==> src/rtl/ide_irq_pkg.sv <==
package ide_irq_pkg;

  localparam int MAP_W = 2;
  localparam int LINES = 2;

  typedef enum logic [1:0] {
    ROUTE_NONE = 2'd0,
    ROUTE_L14  = 2'd1,
    ROUTE_L15  = 2'd2
  } irq_route_e;

  // Turn the mode inputs into the legacy line to drive.
  function automatic irq_route_e route_decode(input logic combined,
                                              input logic [MAP_W-1:0] map);
    irq_route_e r;
    if (!combined) begin
      r = ROUTE_L14;
    end else begin
      unique case (map)
        2'd1:    r = ROUTE_L14;
        2'd2:    r = ROUTE_L15;
        default: r = ROUTE_NONE;
      endcase
    end
    return r;
  endfunction

  // Index 0 is line 14, index 1 is line 15.
  function automatic irq_route_e route_of_line(input int idx);
    return (idx == 0) ? ROUTE_L14 : ROUTE_L15;
  endfunction

endpackage

==> src/rtl/ide_irq_sync_edge.sv <==
module ide_irq_sync_edge #(
  parameter int STAGES = 2
) (
  input  logic clk,
  input  logic rst_n,
  input  logic async_i,
  output logic rise_o
);

  logic [STAGES-1:0] chain_q;
  logic              prev_q;
  logic              synced;

  generate
    if (STAGES == 1) begin : g_one
      always_ff @(posedge clk or negedge rst_n) begin
        if (!rst_n) chain_q <= '0;
        else        chain_q <= async_i;
      end
    end else begin : g_many
      always_ff @(posedge clk or negedge rst_n) begin
        if (!rst_n) chain_q <= '0;
        else        chain_q <= {chain_q[STAGES-2:0], async_i};
      end
    end
  endgenerate

  assign synced = chain_q[STAGES-1];

  always_ff @(posedge clk or negedge rst_n) begin
    if (!rst_n) prev_q <= 1'b0;
    else        prev_q <= synced;
  end

  assign rise_o = synced & ~prev_q;


  rise_single_chk: assert property (@(posedge clk) disable iff (!rst_n)
    rise_o |=> !rise_o);

endmodule

==> src/rtl/ide_irq_status.sv <==
module ide_irq_status (
  input  logic clk,
  input  logic rst_n,
  input  logic set_i,
  input  logic clr_i,
  output logic status_o,
  output logic fresh_o
);

  logic status_q;

  // An event takes priority over a clear in the same cycle.
  always_ff @(posedge clk or negedge rst_n) begin
    if (!rst_n)     status_q <= 1'b0;
    else if (set_i) status_q <= 1'b1;
    else if (clr_i) status_q <= 1'b0;
  end

  assign status_o = status_q;
  assign fresh_o  = set_i & ~status_q;


  sticky_set_chk: assert property (@(posedge clk) disable iff (!rst_n)
    set_i |=> status_o);


  clear_takes_chk: assert property (@(posedge clk) disable iff (!rst_n)
    (clr_i && !set_i) |=> !status_o);


  hold_chk: assert property (@(posedge clk) disable iff (!rst_n)
    (!set_i && !clr_i) |=> $stable(status_o));

endmodule

==> src/rtl/ide_irq_line_mux.sv <==
module ide_irq_line_mux
  import ide_irq_pkg::*;
(
  input  logic             clk,
  input  logic             rst_n,
  input  logic             fire_i,
  input  logic             combined_i,
  input  logic [MAP_W-1:0] map_i,
  output logic [LINES-1:0] line_o
);

  irq_route_e       route;
  logic [LINES-1:0] line_q;

  assign route = route_decode(combined_i, map_i);

  generate
    for (genvar i = 0; i < LINES; i++) begin : g_line
      always_ff @(posedge clk or negedge rst_n) begin
        if (!rst_n) line_q[i] <= 1'b0;
        else        line_q[i] <= fire_i && (route == route_of_line(i));
      end


      pulse_width_chk: assert property (@(posedge clk) disable iff (!rst_n)
        line_q[i] |=> !line_q[i]);
    end
  endgenerate

  assign line_o = line_q;


  lines_excl_chk: assert property (@(posedge clk) disable iff (!rst_n)
    !(line_q[0] && line_q[1]));


  l15_mode_chk: assert property (@(posedge clk) disable iff (!rst_n)
    line_q[1] |-> $past(combined_i && map_i == 2'd2));


  l14_mode_chk: assert property (@(posedge clk) disable iff (!rst_n)
    line_q[0] |-> $past(!combined_i || map_i == 2'd1));


  quiet_map_chk: assert property (@(posedge clk) disable iff (!rst_n)
    (combined_i && (map_i == 2'd0 || map_i == 2'd3)) |=> line_q == '0);

endmodule

==> src/rtl/ide_irq_router.sv <==
module ide_irq_router
  import ide_irq_pkg::*;
#(
  parameter int SYNC_STAGES = 2
) (
  input  logic             clk,
  input  logic             rst_n,
  input  logic             dev_irq_i,
  input  logic             desc_done_i,
  input  logic             desc_ioc_i,
  input  logic             xfer_start_i,
  input  logic             sts_w1c_i,
  input  logic             combined_en_i,
  input  logic [MAP_W-1:0] port_map_i,
  output logic             irq_status_o,
  output logic             irq14_o,
  output logic             irq15_o
);

  logic             dev_rise;
  logic             irq_event;
  logic             sts_clear;
  logic             fresh;
  logic [LINES-1:0] lines;

  ide_irq_sync_edge #(.STAGES(SYNC_STAGES)) u_sync (
    .clk     (clk),
    .rst_n   (rst_n),
    .async_i (dev_irq_i),
    .rise_o  (dev_rise)
  );

  assign irq_event = dev_rise | (desc_done_i & desc_ioc_i);
  assign sts_clear = sts_w1c_i | xfer_start_i;

  ide_irq_status u_status (
    .clk      (clk),
    .rst_n    (rst_n),
    .set_i    (irq_event),
    .clr_i    (sts_clear),
    .status_o (irq_status_o),
    .fresh_o  (fresh)
  );

  ide_irq_line_mux u_mux (
    .clk        (clk),
    .rst_n      (rst_n),
    .fire_i     (fresh),
    .combined_i (combined_en_i),
    .map_i      (port_map_i),
    .line_o     (lines)
  );

  assign irq14_o = lines[0];
  assign irq15_o = lines[1];


  no_repeat_pulse_chk: assert property (@(posedge clk) disable iff (!rst_n)
    (irq14_o || irq15_o) |-> !$past(irq_status_o));


  ioc_sets_chk: assert property (@(posedge clk) disable iff (!rst_n)
    (desc_done_i && desc_ioc_i) |=> irq_status_o);


  pulse_has_status_chk: assert property (@(posedge clk) disable iff (!rst_n)
    (irq14_o || irq15_o) |-> irq_status_o);

endmodule

==> config.mk <==
export PLATFORM = sky130hd
export DESIGN_NAME = ide_irq_router
export DESIGN_NICKNAME = d
export VERILOG_FILES = /design/src/rtl/ide_irq_pkg.sv /design/src/rtl/ide_irq_sync_edge.sv /design/src/rtl/ide_irq_status.sv /design/src/rtl/ide_irq_line_mux.sv /design/src/rtl/ide_irq_router.sv
export SDC_FILE = /design/constraint.sdc
export NUM_CORES = 1
export LEC_CHECK = 0
export BUFFER_PORTS_ARGS = -buffer_cell sky130_fd_sc_hd__buf_2
export CORE_AREA = 4 4 41 43
export CTS_BUF_LIST = sky130_fd_sc_hd__clkbuf_8
export CTS_CLUSTER_DIAMETER = 100
export CTS_CLUSTER_SIZE = 14
export DETAILED_ROUTE_END_ITERATION = 16
export DIE_AREA = 0 0 45 47
export PLACE_DENSITY = 0.44
export SKIP_CTS_REPAIR_TIMING = 1
export SYNTH_ARGS = -nofsm -noshare
export SYNTH_HDL_FRONTEND = slang
export SYNTH_HIERARCHICAL = 1
export SYNTH_SLANG_ARGS = --single-unit
==> constraint.sdc <==
create_clock -name clk -period 2.4 [get_ports clk]
set_input_delay 0.24 -clock clk [delete_from_list [all_inputs] [get_ports clk]]
set_output_delay 0.24 -clock clk [all_outputs]
set_load 0.01 [all_outputs]
==> summary.md <==
| Metric | Value |
|---|---|
| Required time worst endpoint | 2.51 ns |
| Antenna violations before repair | 0 |
| Critical Path, Cell by Cell | nor2b_4 > a21o_1 > nor2b_1 > and4b_2 |
| Post-synthesis sequential area ratio | 68.2% |
| YS warnings | 6 |
| Dpl ws | 1.27 ns |
| Unrepaired setup endpoints after global routing | false |
| Synth Instances | 15 |
| Area growth syn-to-layout | 59.1% |
| Adder and majority gate portion of the synthesized area | 0% |
| Largest net degree at the start of global routing | 7 |
| Worst r2r path cells | 4 |
| TritonCTS clock tree | done |
| Synth Cell Area | 220 um^2 |
| Clk sinks | 6 |
| Switch share | 19.4% |
| Root buf cell | clkbuf_8 |
| # diodes | 0 |
| Peak supply drop | 265 uV |
| Most frequent cells in the layout | 12 x buf_2, 6 x dfrtp_1, 3 x clkbuf_8, 2 x a21o_1 |
| CP endpoint kind | flip-flop |
| GRT Util Overall | 6.44% |
| Cell variety after synth | 9 |
| Layout Cells excl Fill | 46 |
| Die X | 45 um |
| Max Fclk | 0.897 GHz |
| Worst-margin pin slew | 0.143 ns |
| Critical R2R Capture | u_mux/line_o[1] |
| # rows | 13 |
| Total CTS buffers | 3 |
| Post-layout min period | 1.11 ns |
| Min-delay worst type | in -> reg |
| Htree depth | 1 |
| Post-synth top area cell | dfrtp_1 |
| Via Count | 171 |
| Yosys reg bits | 6 |
| Largest stage delay, worst path | 0.37 ns |
| Final WL | 462 um |
| Mux share of post-synthesis cell area | 0% |
| Largest fanout on the critical path | 2 |
| ANT nets after route | 0 |
| Clock buffer depth | 2 |
| Cells after DPL | 42 |
| Internal power | 229 uW |
| CP Launch Type | flip-flop |
| Final Setup Violations | 0 |
| Die Ht | 47 um |
| Avg Inst Size Synth | 14.7 um^2 |
| Syn nets | 25 |
| Worst path arrival time | 1.22 ns |
| Hold depth | 1 |
| XOR/XNOR Fraction of Synth Area | 0% |
| Share of the synthesized area in the top cell type | 68.2% |
| Initial Utilization | 16.9% |
| Combinational group share of total power | 8.1% |
| Synth Area in Simple Gates | 19.9% |
| Total leakage power | 0.194 nW |
| Critical path's slowest cell | dfrtp_1 |
| Die footprint | 2120 um^2 |
| Post-route DRC | 0 |
| Fin crit share | 46.4% |
| Commonest non-fill, non-tap cell in the layout | buf_2 |
| Outcome | complete, no violations |
| Routability cong. | 0.669 |
| Max-cap violations | 0 |
| Setup total negative slack | 0 ns |
| Vias in the first global route | 189 |
| RR Startpoint | u_sync/chain_q[1] |
| Fin nets | 43 |
| Fin Clk Skew | 0.00246 ns |
| Area contributors post-synth | dfrtp_1 68%, a21o_1 6.8%, nor2b_4 6.3% |
| Critical Path End | u_mux/line_o[1] |
| Hold Violations, Final | 0 |
| First-pass GRT wire length | 807 um |
| Slew Limit Fails | 0 |
| Flop2flop setup slack | 1.29 ns |
| Input/output buffers | 12 |
| Core ar. | 1300 um^2 |
| Number of DRC markers in iteration 0 | 1 |
| Critical Setup Path Class | reg -> reg |
| Worst skew pair latency | 0.22 ns |
| WL per Instance | 10.0 um |
| Total overflow reported by the global router | 0 |
| First drt pass iteration count | 2 |
| Synth Area in Compound Gates | 10.2% |
| Psw | 54.9 uW |
| Clock Pin Slew Worst Setup and Hold Paths | 0.04 ns |
| Clk pwr share | 53.1% |
| I/O Pins | 13 |
| PnR worst setup slack | 1.29 ns |
| Vias per cell | 3.72 |
| Critical path origin | u_sync/chain_q[1] |
| Core Util, Final | 26.9% |
| Share of layout cells above drive strength 1 | 54.8% |
| PD cells | 810 nW/um^2 |
| Sequential power share | 38.8% |
| Max transition margin | 90.5% |
| Largest family of logic cells by synthesized area | simple AND/OR/NAND/NOR gates |
[power by group through the flow]
stage               sequential, mW  combinational [mW]  clock, mW
finish                       0.110              0.0229      0.151
global route                 0.111              0.0263      0.165
CTS                          0.110              0.0224      0.156
detailed placement           0.111              0.0224          0
global placement             0.111              0.0218          0
floorplan                    0.113             0.00755          0
[state kept, by name (all words and copies together), names as in the netlist]
register and flops:
u_sync/prev_q 1, u_mux/line_o 2, u_status/status_o 1, u_sync/chain_q 2
[cells in the mapped netlist]
| cell type | instances |
|---|---|
| dfrtp_1 | 6 |
| a21o_1 | 2 |
| a21boi_1 | 1 |
| and4b_2 | 1 |
| inv_1 | 1 |
| nand2b_1 | 1 |
| nor2b_1 | 1 |
| nor2b_4 | 1 |
| or2_1 | 1 |
[cells by family after synthesis]
kind of cell	after synthesis
AO/OA/AOI/OAI	3
flip-flops	6
AND/OR/NAND/NOR	5
buffers and inverters	1
[area by class of cell]
cell class,instances,area [um^2]
Fill cell,151,951
Inverter,1,3.75
Timing Repair Buffer,13,70.1
Tap cell,15,18.8
Multi-Input combinational cell,8,66.3
Sequential cell,6,150
Clock buffer,3,41.3
[through the flow]
step | hold WS, ns | total power, mW | area, um^2
after CTS | -0.165 | 0.289 | 340
after detailed placement | 0.0736 | 0.134 | 299
after global placement | 0.0705 | 0.133 | 299
final | 0.125 | 0.284 | 350
after floorplan | -0.0556 | 0.120 | 220
after global routing | 0.116 | 0.302 | 350
[routing by layer]
metal,up-vias,share of wire [%],track usage (%)
li1,81,-,-
met1,76,43,6.50
met2,12,40,7.34
met3,2,13,4.60
met4,0,3.5,8.77
met5,-,0,0
[worst min-delay path by stage]
stage / start / to / slack (ns)
6_report: dev_irq_i / u_sync/chain_q[0] / 0.13
5_1_grt: dev_irq_i / u_sync/chain_q[0] / 0.12
4_1_cts: rst_n / u_status/status_o / -0.16
3_5_place_dp: rst_n / u_sync/prev_q / 0.07
3_3_place_gp: rst_n / u_sync/prev_q / 0.07
2_1_floorplan: rst_n / u_mux/line_o[0] / -0.06
[worst max-delay path, delay by kind of cell, from the launching register on]
family             cells  cell delay [ns]
AOI/OAI and AO/OA      1             0.16
DFF                    1             0.37
and+or+nand+nor        3             0.48
(Power assumes the default switching activity.)
